==> src/rtl/pla_pkg.sv <==
`timescale 1ns/1ps
package pla_pkg;

    typedef enum logic [1:0] {
        LIT_KILL = 2'b00,
        LIT_POS  = 2'b01,
        LIT_NEG  = 2'b10,
        LIT_SKIP = 2'b11
    } lit_code_e;

    typedef enum logic {
        PLANE_TERM = 1'b0,
        PLANE_SUM  = 1'b1
    } plane_sel_e;

    typedef struct packed {
        logic       we;
        plane_sel_e plane;
    } cfg_ctl_t;

    function automatic int max_of(input int a, input int b);
        return (a > b) ? a : b;
    endfunction

    function automatic int bits_for(input int n);
        return (n <= 2) ? 1 : $clog2(n);
    endfunction

    // One literal of one term: does this input let the term stay true?
    function automatic logic literal_ok(input lit_code_e code, input logic x);
        case (code)
            LIT_POS:  return x;
            LIT_NEG:  return ~x;
            LIT_SKIP: return 1'b1;
            default:  return 1'b0;
        endcase
    endfunction

endpackage

==> src/rtl/pla_term_plane.sv <==
`timescale 1ns/1ps
module pla_term_plane
    import pla_pkg::*;
#(
    parameter int N_IN   = 4,
    parameter int N_TERM = 16,
    parameter int IDX_W  = 4
) (
    input  logic                 clk,
    input  logic                 rst,
    input  logic                 wr_en,
    input  logic [IDX_W-1:0]     wr_idx,
    input  logic [2*N_IN-1:0]    wr_row,
    input  logic [N_IN-1:0]      in_vec,
    output logic [N_TERM-1:0]    term_vec
);

    localparam int ROW_W = 2 * N_IN;

    for (genvar t = 0; t < N_TERM; t++) begin : g_term
        logic [ROW_W-1:0] row_q;

        always_ff @(posedge clk) begin
            if (rst) begin
                row_q <= '0;
            end else if (wr_en && (wr_idx == IDX_W'(t))) begin
                row_q <= wr_row;
            end
        end

        always_comb begin
            logic acc;
            acc = 1'b1;
            for (int j = 0; j < N_IN; j++) begin
                acc = acc & literal_ok(lit_code_e'(row_q[2*j +: 2]), in_vec[j]);
            end
            term_vec[t] = acc;
        end
    end

endmodule

==> src/rtl/pla_sum_plane.sv <==
`timescale 1ns/1ps
module pla_sum_plane
    import pla_pkg::*;
#(
    parameter int N_TERM    = 16,
    parameter int N_OUT     = 4,
    parameter int IDX_W     = 4,
    parameter bit PAL_MODE  = 1'b0,
    parameter int PAL_GROUP = 4
) (
    input  logic                 clk,
    input  logic                 rst,
    input  logic                 wr_en,
    input  logic [IDX_W-1:0]     wr_idx,
    input  logic [N_TERM-1:0]    wr_mask,
    input  logic [N_TERM-1:0]    term_vec,
    output logic [N_OUT-1:0]     out_vec
);

    function automatic logic [N_TERM-1:0] group_bits(input int k);
        logic [N_TERM-1:0] g;
        g = '0;
        for (int t = 0; t < N_TERM; t++) begin
            if ((t >= k * PAL_GROUP) && (t < (k + 1) * PAL_GROUP)) g[t] = 1'b1;
        end
        return g;
    endfunction

    for (genvar k = 0; k < N_OUT; k++) begin : g_out
        logic [N_TERM-1:0] mask_q;
        logic [N_TERM-1:0] reach;

        always_ff @(posedge clk) begin
            if (rst) begin
                mask_q <= '0;
            end else if (wr_en && (wr_idx == IDX_W'(k))) begin
                mask_q <= wr_mask;
            end
        end

        if (PAL_MODE) begin : g_pal
            localparam logic [N_TERM-1:0] GROUP = group_bits(k);
            assign reach = mask_q & GROUP;
        end else begin : g_full
            assign reach = mask_q;
        end

        assign out_vec[k] = |(term_vec & reach);
    end

endmodule

==> src/rtl/pla_array.sv <==
`timescale 1ns/1ps
module pla_array
    import pla_pkg::*;
#(
    parameter int N_IN      = 4,
    parameter int N_TERM    = 16,
    parameter int N_OUT     = 4,
    parameter bit PAL_MODE  = 1'b0,
    parameter int PAL_GROUP = 4,
    parameter int IDX_W     = pla_pkg::bits_for(pla_pkg::max_of(N_TERM, N_OUT)),
    parameter int DATA_W    = pla_pkg::max_of(2 * N_IN, N_TERM)
) (
    input  logic              clk,
    input  logic              rst,
    input  logic              cfg_we,
    input  logic              cfg_plane,
    input  logic [IDX_W-1:0]  cfg_index,
    input  logic [DATA_W-1:0] cfg_data,
    input  logic [N_IN-1:0]   in_vec,
    output logic [N_OUT-1:0]  out_vec
);

    cfg_ctl_t          ctl;
    logic [N_TERM-1:0] term_vec;

    assign ctl.we    = cfg_we;
    assign ctl.plane = plane_sel_e'(cfg_plane);

    pla_term_plane #(
        .N_IN   (N_IN),
        .N_TERM (N_TERM),
        .IDX_W  (IDX_W)
    ) u_terms (
        .clk      (clk),
        .rst      (rst),
        .wr_en    (ctl.we && (ctl.plane == PLANE_TERM)),
        .wr_idx   (cfg_index),
        .wr_row   (cfg_data[2*N_IN-1:0]),
        .in_vec   (in_vec),
        .term_vec (term_vec)
    );

    pla_sum_plane #(
        .N_TERM    (N_TERM),
        .N_OUT     (N_OUT),
        .IDX_W     (IDX_W),
        .PAL_MODE  (PAL_MODE),
        .PAL_GROUP (PAL_GROUP)
    ) u_sums (
        .clk      (clk),
        .rst      (rst),
        .wr_en    (ctl.we && (ctl.plane == PLANE_SUM)),
        .wr_idx   (cfg_index),
        .wr_mask  (cfg_data[N_TERM-1:0]),
        .term_vec (term_vec),
        .out_vec  (out_vec)
    );

endmodule

==> config.mk <==
export PLATFORM = sky130hd
export DESIGN_NAME = pla_array
export DESIGN_NICKNAME = d
export VERILOG_FILES = /design/src/rtl/pla_pkg.sv /design/src/rtl/pla_term_plane.sv /design/src/rtl/pla_sum_plane.sv /design/src/rtl/pla_array.sv
export SDC_FILE = /design/constraint.sdc
export NUM_CORES = 1
export LEC_CHECK = 0
export CAP_MARGIN = 20
export CORE_ASPECT_RATIO = 0.5
export CORE_UTILIZATION = 45
export CTS_BUF_LIST = sky130_fd_sc_hd__clkbuf_8 sky130_fd_sc_hd__clkbuf_16
export DETAILED_ROUTE_END_ITERATION = 6
export SYNTH_ARGS = -nofsm -noshare
export SYNTH_HDL_FRONTEND = slang
export SYNTH_SLANG_ARGS = --single-unit
export TNS_END_PERCENT = 1
==> constraint.sdc <==
create_clock -name clk -period 5.2 [get_ports clk]
set_input_delay 1.04 -clock clk [delete_from_list [all_inputs] [get_ports clk]]
set_output_delay 1.04 -clock clk [all_outputs]
set_load 0.01 [all_outputs]
Yosys cells after proc, flatten, opt, wreduce, memory -nomap -nowiden

Index checks and enable logic that the tools add are counted.

Bits in registers: 192
Bits of input ports: 28
Output and inout port bits: 4
Logic and storage cells: 375

Eq/ne operators: 207
Mux-type cells: 64
Bitwise logic cells: 57
Reductions and logical operators: 27

Operator list:

| kind                                                 | number |
|---|---|
| equality test 2 bit (second input constant)          | 128 |
| one-hot mux 1 bit (3 select lines)                   | 64 |
| equality test 2 x 1 -> 1 bit (second input constant) | 64 |
| bitwise AND 16 bit                                   | 4 |
| OR reduction 16 bit                                  | 4 |
| bitwise AND 1 bit                                    | 48 |
| equality test 4 bit (second input constant)          | 8 |
| logical AND 1 bit                                    | 22 |
| equality test 4 x 3 -> 1 bit (second input constant) | 4 |
| equality test 4 x 2 -> 1 bit (second input constant) | 2 |
| inverter 1 bit                                       | 5 |
| equality test 4 x 1 -> 1 bit (second input constant) | 1 |
| logical NOT 4 bit                                    | 1 |

Depth between registers and ports, before layout

Word-level depth: 7
Depth in mapped cells: 8
Gate-level depth less buffers: 5

By module

Synthesis repeated with hierarchy kept, for this count alone.

Cells, all modules: 825
Area total of the unflattened synthesis: 8901.0 µm²

By module, submodules not included:

| module         | instances | cells an instance | area an instance (µm²) | seq. area each (µm²) |
|---|---|---|---|---|
| pla_term_plane | 1         | 558               | 5994.5                 | 2562.5 |
| pla_sum_plane  | 1         | 265               | 2890.3                 | 1281.2 |
| pla_array      | 1         | 2                 | 16.3                   | 0.0 |

Worst setup path after synthesis

No wires, ideal clock.

Kind: input to output
Start: input port in_vec[3]
End: output port out_vec[0]
Data arrival time: 2234 ps
Data required time: 4160 ps
Slack: 1926 ps
Stages on the path: 7
Path buffers: 2
Cells stage by stage: buf_6 -> buf_12 -> mux2i_1 -> nor4_1 -> a22o_1 -> a221oi_1 -> nand4_1

Word-level cells in the longest chain between the ends: 5
Elaborated cells on any way between the ends: 35
Those cells by class: 16 x mux; 18 x bitwise; 1 x reduce/logical

RTL lines:

| element                            | line                 | text |
|---|---|---|
| start: declaration                 | pla_array.sv:19      | `input logic [N_IN-1:0] in_vec,` |
| inverter 1 bit                     | pla_pkg.sv:33        | `LIT_NEG: return ~x;` |
| one-hot mux 1 bit (3 select lines) | pla_pkg.sv:31        | `case (code)` |
| bitwise AND 1 bit                  | pla_term_plane.sv:35 | `acc = acc & literal_ok(lit_code_e'(row_q[2*j +: 2]), in_vec[j]);` |
| bitwise AND 16 bit (*)             | pla_sum_plane.sv:48  | `assign out_vec[k] = \|(term_vec & reach);` |
| OR reduction 16 bit (*)            | pla_sum_plane.sv:48  |  |
| end: declaration                   | pla_array.sv:20      | `output logic [N_OUT-1:0] out_vec` |

Every way passes the cells marked *; elsewhere a longest branch is shown, timed or not.

Worst setup path in the final report

Same ends and word-level chain as after synthesis.

==> summary.md <==
| Metric | Value |
|---|---|
| Setup CP Type | input pin to output pin |
| Storage element area | 3840 um^2 |
| Final layout net count | 921 |
| Initial core utilization | 46.6% |
| Post-synth EDFFs | 0 |
| Die height | 97.4 um |
| Prevailing post-synth register cell | dfxtp_1 |
| Hold Path Cell Cnt | 2 |
| Worst Setup End Kind | output pin |
| TNS Setup | 0 ns |
| Clock network power share | 44.5% |
| RSZ-0062 raised after global routing | no |
| Initial detailed-routing violation count | 519 |
| PwrDens | 322 nW/um^2 |
| Hold_ws | 0.456 ns |
| Sw frac | 23.4% |
| Sequential share of power | 49.7% |
| Core Box Area | 17600 um^2 |
| Hold crit path type | flop to flop |
| Final Critical Period | 4.77 ns |
| Post-synth cell types | 28 |
| Area share of the largest cell type after synthesis | 46.9% |
| Total gr overflow | 0 |
| Routability cong. | 0.812 |
| FF-to-FF setup slack | 4.52 ns |
| Slowest stage cell, crit path | nor4_1 |
| Hold Startpoint | u_terms.g_term[6].row_q[6] |
| Routed wire per std cell | 18.7 um |
| Cell with the most instances after synthesis | dfxtp_1 |
| Crit path max-delay family | buffers and inverters |
| Combinational share of power | 5.8% |
| Clk sinks | 192 |
| Area of the multi-input gates | 3910 um^2 |
| # Post-CTS Setup Buffers | 0 |
| Final Cycle Share | 91.7% |
| Pleak | 3.46 nW |
| CTS hold repair buffers | 0 |
| Vias in the first global route | 6044 |
| Critical Path Most Common Cell | clkdlybuf4s50_1 |
| Clock Skews | 0 ns |
| CP arrival | 3.73 ns |
| Run status | completed |
| Drt first pass iters | 5 |
| Slew @ Worst Pin | 1.12 ns |
| Total global-route track usage | 24.0% |
| Layout area overhead | 13.2% |
| Crit start category | input pin |
| Fmax | 210 MHz |
| Via count | 6334 |
| Layout cells sized above 1 | 8.06% |
| Die ar. | 18800 um^2 |
| Worst r2r src | u_terms.g_term[12].row_q[1] |
| Post-DP HPWL | 13.2 mm |
| Initial antenna violation count | 0 |
| CTS clk-pin slew, worst paths | 0.07 ns |
| Final hold violations | 0 |
| Worst Path Buf+Inv | 3 |
| Yosys reg bits | 192 |
| Port bufs | 31 |
| Ports | 32 |
| First-pass GRT wire length | 34.0 mm |
| DR DRC count | 0 |
| Skew-Pair Late Insertion Delay | 0.43 ns |
| CTS tree | built |
| Routed wire length | 21.3 mm |
| Fin. max-slew vios | 0 |
| Hold EP | u_terms.g_term[6].row_q[6] |
| Total power | 2.99 mW |
| Mean post-synth cell area | 9.21 um^2 |
| Relative slew slack | 25.0% |
| Cells after Synth | 889 |
| CTS Buf Count | 17 |
| Max Cap Viol | 0 |
| Fill count | 1614 |
| Row cnt | 34 |
| Crit Reg-Reg Endpoint | u_terms.g_term[12].row_q[1] |
| Syn nets | 917 |
| CTS Root Cell | clkbuf_16 |
| Sequential area share after synthesis | 46.9% |
| Via density | 5.56 |
| Crit path max fanout | 14 |
| Crit path largest cell delay | 0.77 ns |
| # diodes | 0 |
| # setup viols final | 0 |
| Critical path, cell by cell | clkdlybuf4s50_1 > buf_4 > mux2i_1 > nor4_1 > a22o_1 > a221oi_1 > nand4_1 > clkdlybuf4s50_1 |
| CP required | 4.16 ns |
| Post-synth ARST share | 0% |
| Synthesized area | 8190 um^2 |
| Most frequent cells after synthesis | 192 x dfxtp_1, 168 x mux2i_1, 114 x nand2_1 |
| Htree depth | 4 |
| Ranking of synthesized cells by area | dfxtp_1 47%, mux2i_1 21%, a21oi_1 5.4% |
| Horiz. Die Dim | 193 um |
| Largest net degree at the start of global routing | 83 |
| Reg2Reg Depth | 2 |
| Worst vdd ir | 241 uV |
| Dominant cell type by area after synthesis | dfxtp_1 |
| Post-CTS resize count | 0 |
| Final ANT Viol Nets | 0 |
| CTS Buffer Depth | 2 |
| Int Power | 2.29 mW |
| P_sw | 0.699 mW |
| Ys Warns | 0 |
-- tightest hold or removal path, cell delays in order, from the launching register on --
cell and delay [ns]:
dfxtp_1 0.31, nand2_1 0.05, a21oi_1 0.05
-- final cells by class --
class                   instances  area share [%]
clock buffers                  20            5.03
well taps                     234            3.16
repair buffers                 62            6.74
clock inverters                12            1.42
flip-flops and latches        192            41.5
multi-input cells             620            42.2
-- routing by layer --
| layer | vias up | global-route usage, % | wire length, um |
|---|---|---|---|
| met1 | 3082 | 34.8 | 10500 |
| met5 | - | 0 | 0 |
| met2 | 133 | 36.3 | 9600 |
| met3 | 17 | 4.44 | 960 |
| li1 | 3102 | - | - |
| met4 | 0 | 6.06 | 228 |
-- registers in the layout, summed over array words and instances (netlist names) --
name / cells
u_sums.g_out.mask_q: 64
u_terms.g_term.row_q: 128
-- cell families after synthesis --
| kind of cell | count (synthesis) | share of synthesized area (%) |
|---|---|---|
| muxes | 168 | 20.5 |
| and+or+nand+nor | 332 | 18.4 |
| AOI/OAI and AO/OA | 120 | 8.80 |
| DFF | 192 | 46.9 |
| buffers and inverters | 77 | 5.33 |
-- cell usage in the layout, fill, tap and decap left out, types with 14 or more instances in the layout --
master           instances
a21oi_1                 88
a221oi_1                16
a22o_1                  16
buf_4                   24
clkbuf_16               17
clkdlybuf4s50_1         30
dfxtp_1                192
mux2i_1                168
nand2_1                114
nand3_1                 73
nor2_1                 104
nor4_1                  14
-- worst max path at each step --
stage | startpoint | endpoint | slack, ns | cells after the start
after CTS | in_vec[3] | out_vec[0] | 0.44 | 8
final | in_vec[3] | out_vec[0] | 0.43 | 8
after detailed placement | in_vec[3] | out_vec[0] | 0.43 | 8
after global placement | in_vec[3] | out_vec[0] | 0.49 | 8
after floorplan | in_vec[3] | out_vec[0] | 1.93 | 7
after global routing | in_vec[3] | out_vec[1] | 0.29 | 8
-- per-stage QoR --
step | utilization, % | std cells | setup WS, ns | instance area (um^2)
after floorplan | - | 889 | 1.93 | 8190
after global placement | 48.9 | 1104 | 0.494 | 8600
after detailed placement | 48.9 | 1104 | 0.434 | 8600
after CTS | 52.4 | 1136 | 0.439 | 9200
after global routing | 52.8 | 1140 | 0.285 | 9270
final | 52.8 | 1140 | 0.434 | 9270
-- power by group through the flow --
stage	logic (mW)	clock network, mW	registers (mW)
floorplan	0.109	0	1.52
global placement	0.167	0	1.52
detailed placement	0.168	0	1.52
CTS	0.168	1.35	1.49
global route	0.185	1.41	1.49
finish	0.174	1.33	1.49
(Power assumes the default switching activity.)
